File: src/rtl/scnco_pkg.sv
package scnco_pkg;
  typedef enum logic [1:0] {
    RST_NEVER  = 2'b00,
    RST_FIELD2 = 2'b01,
    RST_FIELD8 = 2'b10,
    RST_LINE   = 2'b11
  } rst_mode_e;

  localparam int FCNT_W = 3;
endpackage

File: src/rtl/scnco_regs.sv
module scnco_regs #(
  parameter int ACC_W  = 32,
  parameter int BYTE_W = 8,
  localparam int NB    = ACC_W / BYTE_W,
  localparam int AW    = $clog2(NB)
) (
  input  logic              clk_i,
  input  logic              rst_ni,
  input  logic              wr_en_i,
  input  logic [AW-1:0]     wr_addr_i,
  input  logic [BYTE_W-1:0] wr_data_i,
  output logic [ACC_W-1:0]  incr_o
);
  localparam logic [AW-1:0] MSB_ADDR = AW'(NB - 1);

  logic [NB-2:0][BYTE_W-1:0] stage_q;
  logic [ACC_W-1:0]          incr_q;
  logic                      commit;

  assign commit = wr_en_i && (wr_addr_i == MSB_ADDR);

  for (genvar g = 0; g < NB - 1; g++) begin : g_stage
    always_ff @(posedge clk_i or negedge rst_ni) begin
      if (!rst_ni)                                   stage_q[g] <= '0;
      else if (wr_en_i && (wr_addr_i == AW'(g)))     stage_q[g] <= wr_data_i;
    end
  end

  // top lane write publishes the whole word at once
  always_ff @(posedge clk_i or negedge rst_ni) begin
    if (!rst_ni)     incr_q <= '0;
    else if (commit) incr_q <= {wr_data_i, stage_q};
  end

  assign incr_o = incr_q;

  assert_incr_held_R3: assert property (@(posedge clk_i) disable iff (!rst_ni)
    !commit |=> $stable(incr_q));
  assert_msb_lane_R2: assert property (@(posedge clk_i) disable iff (!rst_ni)
    commit |=> incr_q[ACC_W-1 -: BYTE_W] == $past(wr_data_i));
endmodule

File: src/rtl/scnco_rst_ctrl.sv
module scnco_rst_ctrl
  import scnco_pkg::*;
(
  input  logic       clk_i,
  input  logic       rst_ni,
  input  logic [1:0] mode_i,
  input  logic       field_start_i,
  input  logic       line_start_i,
  output logic       clr_o
);
  logic [FCNT_W-1:0] fcnt_q;
  rst_mode_e         mode;

  assign mode = rst_mode_e'(mode_i);

  always_ff @(posedge clk_i or negedge rst_ni) begin
    if (!rst_ni)            fcnt_q <= '0;
    else if (field_start_i) fcnt_q <= fcnt_q + 1'b1;
  end

  always_comb begin
    unique case (mode)
      RST_NEVER:  clr_o = 1'b0;
      RST_FIELD2: clr_o = field_start_i && !fcnt_q[0];
      RST_FIELD8: clr_o = field_start_i && (fcnt_q == '0);
      RST_LINE:   clr_o = line_start_i;
      default:    clr_o = 1'b0;
    endcase
  end

  assert_never_mode_quiet_R6: assert property (@(posedge clk_i) disable iff (!rst_ni)
    (mode_i == 2'b00) |-> !clr_o);
  assert_clr_needs_pulse_R9: assert property (@(posedge clk_i) disable iff (!rst_ni)
    clr_o |-> (field_start_i || line_start_i));
endmodule

File: src/rtl/scnco_accum.sv
module scnco_accum #(
  parameter int ACC_W = 32,
  parameter int OUT_W = 10
) (
  input  logic             clk_i,
  input  logic             rst_ni,
  input  logic             pix_en_i,
  input  logic             clr_i,
  input  logic [ACC_W-1:0] incr_i,
  output logic [OUT_W-1:0] phase_o
);
  logic [ACC_W-1:0] acc_q;
  logic [OUT_W-1:0] phase_q;

  // clear wins over a step
  always_ff @(posedge clk_i or negedge rst_ni) begin
    if (!rst_ni)       acc_q <= '0;
    else if (clr_i)    acc_q <= '0;
    else if (pix_en_i) acc_q <= acc_q + incr_i;
  end

  always_ff @(posedge clk_i or negedge rst_ni) begin
    if (!rst_ni) phase_q <= '0;
    else         phase_q <= acc_q[ACC_W-1 -: OUT_W];
  end

  assign phase_o = phase_q;

  assert_clr_zero_R10: assert property (@(posedge clk_i) disable iff (!rst_ni)
    clr_i |=> (acc_q == '0));
  assert_idle_hold_R4: assert property (@(posedge clk_i) disable iff (!rst_ni)
    (!pix_en_i && !clr_i) |=> $stable(acc_q));
endmodule

File: src/rtl/subcarrier_nco.sv
module subcarrier_nco #(
  parameter int ACC_W  = 32,
  parameter int OUT_W  = 10,
  parameter int BYTE_W = 8,
  localparam int AW    = $clog2(ACC_W / BYTE_W)
) (
  input  logic              clk_i,
  input  logic              rst_ni,
  input  logic              wr_en_i,
  input  logic [AW-1:0]     wr_addr_i,
  input  logic [BYTE_W-1:0] wr_data_i,
  input  logic              pix_en_i,
  input  logic [1:0]        mode_i,
  input  logic              field_start_i,
  input  logic              line_start_i,
  output logic [OUT_W-1:0]  phase_o
);
  logic [ACC_W-1:0] incr;
  logic             clr;

  scnco_regs #(.ACC_W(ACC_W), .BYTE_W(BYTE_W)) u_regs (
    .clk_i, .rst_ni, .wr_en_i, .wr_addr_i, .wr_data_i, .incr_o(incr)
  );

  scnco_rst_ctrl u_rst (
    .clk_i, .rst_ni, .mode_i, .field_start_i, .line_start_i, .clr_o(clr)
  );

  scnco_accum #(.ACC_W(ACC_W), .OUT_W(OUT_W)) u_acc (
    .clk_i, .rst_ni, .pix_en_i, .clr_i(clr), .incr_i(incr), .phase_o
  );
endmodule

File: config.mk
export PLATFORM = sky130hd
export DESIGN_NAME = subcarrier_nco
export DESIGN_NICKNAME = d
export VERILOG_FILES = /design/src/rtl/scnco_pkg.sv /design/src/rtl/scnco_regs.sv /design/src/rtl/scnco_rst_ctrl.sv /design/src/rtl/scnco_accum.sv /design/src/rtl/subcarrier_nco.sv
export SDC_FILE = /design/constraint.sdc
export NUM_CORES = 1
export LEC_CHECK = 0
export ABC_AREA = 1
export BUFFER_PORTS_ARGS = -buffer_cell sky130_fd_sc_hd__buf_2
export CAP_MARGIN = 30
export CORE_UTILIZATION = 63
export CTS_CLUSTER_DIAMETER = 150
export DETAILED_ROUTE_END_ITERATION = 12
export PLACE_DENSITY = 0.81
export SYNTH_ARGS = -nofsm -noshare
export SYNTH_HDL_FRONTEND = slang
export SYNTH_HIERARCHICAL = 1
export SYNTH_SLANG_ARGS = --single-unit
File: constraint.sdc
create_clock -name clk_i -period 2.1 [get_ports clk_i]
set_input_delay 0.105 -clock clk_i [delete_from_list [all_inputs] [get_ports clk_i]]
set_output_delay 0.105 -clock clk_i [all_outputs]
set_load 0.05 [all_outputs]
==> key figures <==
Pwr
  – PwrDens: about 1200 mW/mm²
  – Leakage: 4.06 nW
  – Peak VDD IR: 0.000736 V

Critical path
  – CP Launch Type: flop
  – Most used cell, CP: nand2_1
  – Worst Path Class, Setup: flop to flop
  – Critical path, cell by cell: ha_1 > inv_1 > fa_2 > inv_1 > nand3_1 > nand3_2 > nand3_1 > nand3_2 > nand2_1 > nand2_1 > nand2_1 > nand3_1 > nand2_1
  – CP endpoint kind: flop
  – Worst R2R End: u_acc/acc_q[28]
  – Worst path max stage delay: 370 ps
  – R2R Setup Slk: about 130 ps
  – CP arrival: between 2000 and 2500 ps
  – R2R cell count: 13
  – Worst Path Required: 2370 ps
  – Slowest-stage cell, CP: dfrtp_1
  – Reg2reg start: u_acc/acc_q[0]
  – Worst Path Max Fanout: 4

Logic synthesis
  – Synth Cell Area: 0.00649 mm²
  – Simple-gate portion of the synthesized area: 37.9%
  – Register area share after synthesis: 38.9%
  – Mux share of post-synthesis cell area: 0%
  – Count of different cell masters after synthesis: 38
  – Yosys warnings: 6
  – Synthesized Nets: 968
  – Post-Synth XOR/XNOR Area: 0.809%
  – Gate Count Post-Synth: between 900 and 1000
  – Predominant post-synthesis flop cell: dfrtp_1
  – Largest family of logic cells by synthesized area: simple AND/OR/NAND/NOR gates
  – Asr flop ratio synth: 100%
  – Adder-Cell Fraction of Synth Area: between 7 and 8%
  – Syn_area_per_cell: approximately 7.1 µm²
  – Synth Area in Compound Gates: 4.93%
  – Number of synthesized flops with an enable pin: 0
  – FF+latch count, synth: 101

Drt
  – First-pass detailed-route iteration total: 8
  – DRC: 0
  – Routed wire length: 15700 µm
  – Initial DRC Count: between 400 and 500
  – DR vias/cell: 5.42
  – Vias: 5823
  – WL per Instance: 14.6 µm
  – Antenna-violating nets left: 0

Clock tree
  – CTS tree: done
  – CTS buffer count: 9
  – Root Driver: clkbuf_8
  – Postcts setup bufs: 0
  – CTS Buffer Depth: 2
  – CTS H-Tree Depth: 3
  – Num Clock Sinks: 101
  – Skew-Pair Late Insertion Delay: 390 ps
  – Clk slew on worst S/H paths: 110 ps

Timing
  – Final period util: 93.7%
  – Sum Neg Setup Slack: 0 ps
  – Unrepaired setup endpoints after global routing: false
  – Min Tclk post-route: a little under 2000 ps
  – Final Max Slew Viols: 0
  – # setup viols final: 0
  – Achievable Freq: between 0.5 and 0.6 GHz
  – Setup ws final: 133 ps
  – Worst Clk Skew: ~18 ps
  – Slew margin rel.: 57.1%
  – Worst-Margin Slew: 643 ps
  – Hold_ws: 17.7 ps
  – Endpoints failing hold: 0

Finish
  – Final Instance Area: 0.00694 mm²
  – Layout Utilization: 70.4%
  – FF+latch area: 0.00253 mm²
  – Area delta synth->final: 6.90%
  – Fill cell count: 835
  – ANT cells: 0
  – Layout cell share with drive strength beyond 1: 10.7%
  – Multi-input gate area: 0.00331 mm²
  – Layout Nets: 991

Floorplanning
  – Chip Height: 104 µm
  – Num rows: 36
  – Starting Density: 65.8%
  – Core ar.: 0.00986 mm²
  – I/O Pins: 28
  – Die area: around 0.011 mm²
  – Die width: between 100 and 150 µm

Placement
  – Dpl ws: 122 ps
  – Number of port buffers: 27
  – Cell Area, Placed: 0.00672 mm²
  – Routability congestion estimate: approximately 0.92
  – DP HPWL: 11800 µm

Worst hold path
  – Hold path depth: 3
  – Hold Path End: u_acc/acc_q[5]
  – Hold Path Class: input port to flop
  – Hold_sp: pix_en_i

Global route
  – Largest net degree at the start of global routing: 47
  – Grt total ovfl: 0
  – Vias in the first global route: 5377
  – Initial antenna violation count: 0
  – First-pass GRT wire length: 25800 µm
  – GRT Util Overall: 30.3%

Job
  – # Max-Cap Violations: 0

Outcome
  – Status: complete, no violations
-- metrics by stage --
stage,cells,power [mW]
global placement,1056,6.72
finish,1074,8.17
global route,1074,8.77
CTS,1074,8.11
floorplan,913,5.86
detailed placement,1056,6.86
-- cell usage in the layout (no fill, tap or decap), drive strengths merged --
cell type    Yosys  routed
a32o             1       1
clkbuf           4      11
xnor2            2       2
o21ai           17      17
a22o             1       1
nor3             4       4
clkinvlp         0       2
nor2            47      47
nand3           51      51
dfrtp          101     101
dlygate4sd3      0       2
nand2          401     401
nand4           51      51
o31ai            2       2
or2              2       2
o21bai           3       3
fa               1       1
inv            127     129
a21oi           32      32
nand3b           2       2
clkinv           1       2
a21o             1       1
xor2             4       4
ha              36      36
buf             22      36
-- synth_stat cells (3+ instances only) --
cell type | instances | area share, %
dfrtp_1 | 101 | 39
buf_4 | 4 | 0.46
nor2_2 | 4 | 0.39
buf_6 | 6 | 1.0
xor2_1 | 4 | 0.54
nand4_1 | 51 | 4.9
inv_2 | 4 | 0.23
buf_2 | 11 | 0.85
nor3_2 | 3 | 0.46
o21ai_1 | 3 | 0.23
nand2_2 | 18 | 1.7
ha_1 | 36 | 6.9
inv_1 | 123 | 7.1
o21ai_0 | 13 | 1.0
clkbuf_1 | 4 | 0.23
nand2_1 | 383 | 22
nor2_1 | 41 | 2.4
nand3_2 | 8 | 1.2
nand3_1 | 42 | 3.2
o21bai_1 | 3 | 0.35
a21oi_1 | 30 | 2.3
-- layer usage --
| layer | track usage (%) | vias to the layer above | routed length, µm |
|---|---|---|---|
| li1 | - | 2924 | - |
| met1 | 42.5 | 2702 | 7250 |
| met2 | 49.5 | 178 | 7350 |
| met3 | 4.66 | 19 | 922 |
| met4 | 7.04 | 0 | 186 |
| met5 | 0 | - | 0 |
-- area by class of cell --
| cell class | count | area share (%) |
|---|---|---|
| Multi-Input combinational cell | 658 | 47.7 |
| Sequential cell | 101 | 36.4 |
| Inverter | 128 | 6.92 |
| Timing Repair Buffer | 38 | 3.78 |
| Tap cell | 133 | 2.40 |
| Clock buffer | 11 | 2.18 |
| Clock inverter | 5 | 0.577 |
-- cell families after synthesis --
logic type	after synthesis
xor gates and xnor gates	6
DFF	101
AOI/OAI and AO/OA	57
and+or+nand+nor	558
buffers and inverters	154
adders and majority gates	37
-- worst max-delay path, delay by kind of cell, from the launching register on --
| family | cells | cell delay [ps] |
|---|---|---|
| flip-flops | 1 | 370 |
| AND/OR/NAND/NOR | 9 | 770 |
| adder cells (fa/ha/maj) | 2 | 560 |
| buffers and inverters | 2 | 170 |
-- sequential cells by signal (all words and copies together) (netlist names) --
| name | flops |
|---|---|
| u_regs/incr_o | 32 |
| u_acc/phase_o | 10 |
| u_acc/acc_q | 32 |
| u_rst/fcnt_q | 3 |
| u_regs/stage_q | 24 |
-- power breakdown --
part	internal (mW)	leakage [nW]	switching [mW]	total [mW]
Sequential	2.54	1.28	0.457	3.00
Combinational	1.29	2.69	2.66	3.95
Clock	0.507	0.0939	0.713	1.22
-- worst max-delay path by stage --
stage | start | end | slack, ps | depth (start not counted)
2_1_floorplan | u_regs/incr_o[0] | u_acc/acc_q[16] | 360 | 13
3_3_place_gp | u_regs/incr_o[0] | u_acc/acc_q[16] | 180 | 13
3_5_place_dp | u_acc/acc_q[0] | u_acc/acc_q[28] | 120 | 13
4_1_cts | u_acc/acc_q[0] | u_acc/acc_q[28] | 90 | 13
5_1_grt | u_regs/incr_o[0] | u_acc/acc_q[24] | 0.4 | 13
6_report | u_acc/acc_q[0] | u_acc/acc_q[28] | 130 | 13
-- timing repair --
item / CTS / global route
setup endpoints to repair: 0 / 9
hold endpoints to repair: 46 / 0
hold buffers: 2 / 0
resized for setup: 0 / 3
Power figures use the tool's default switching activity.
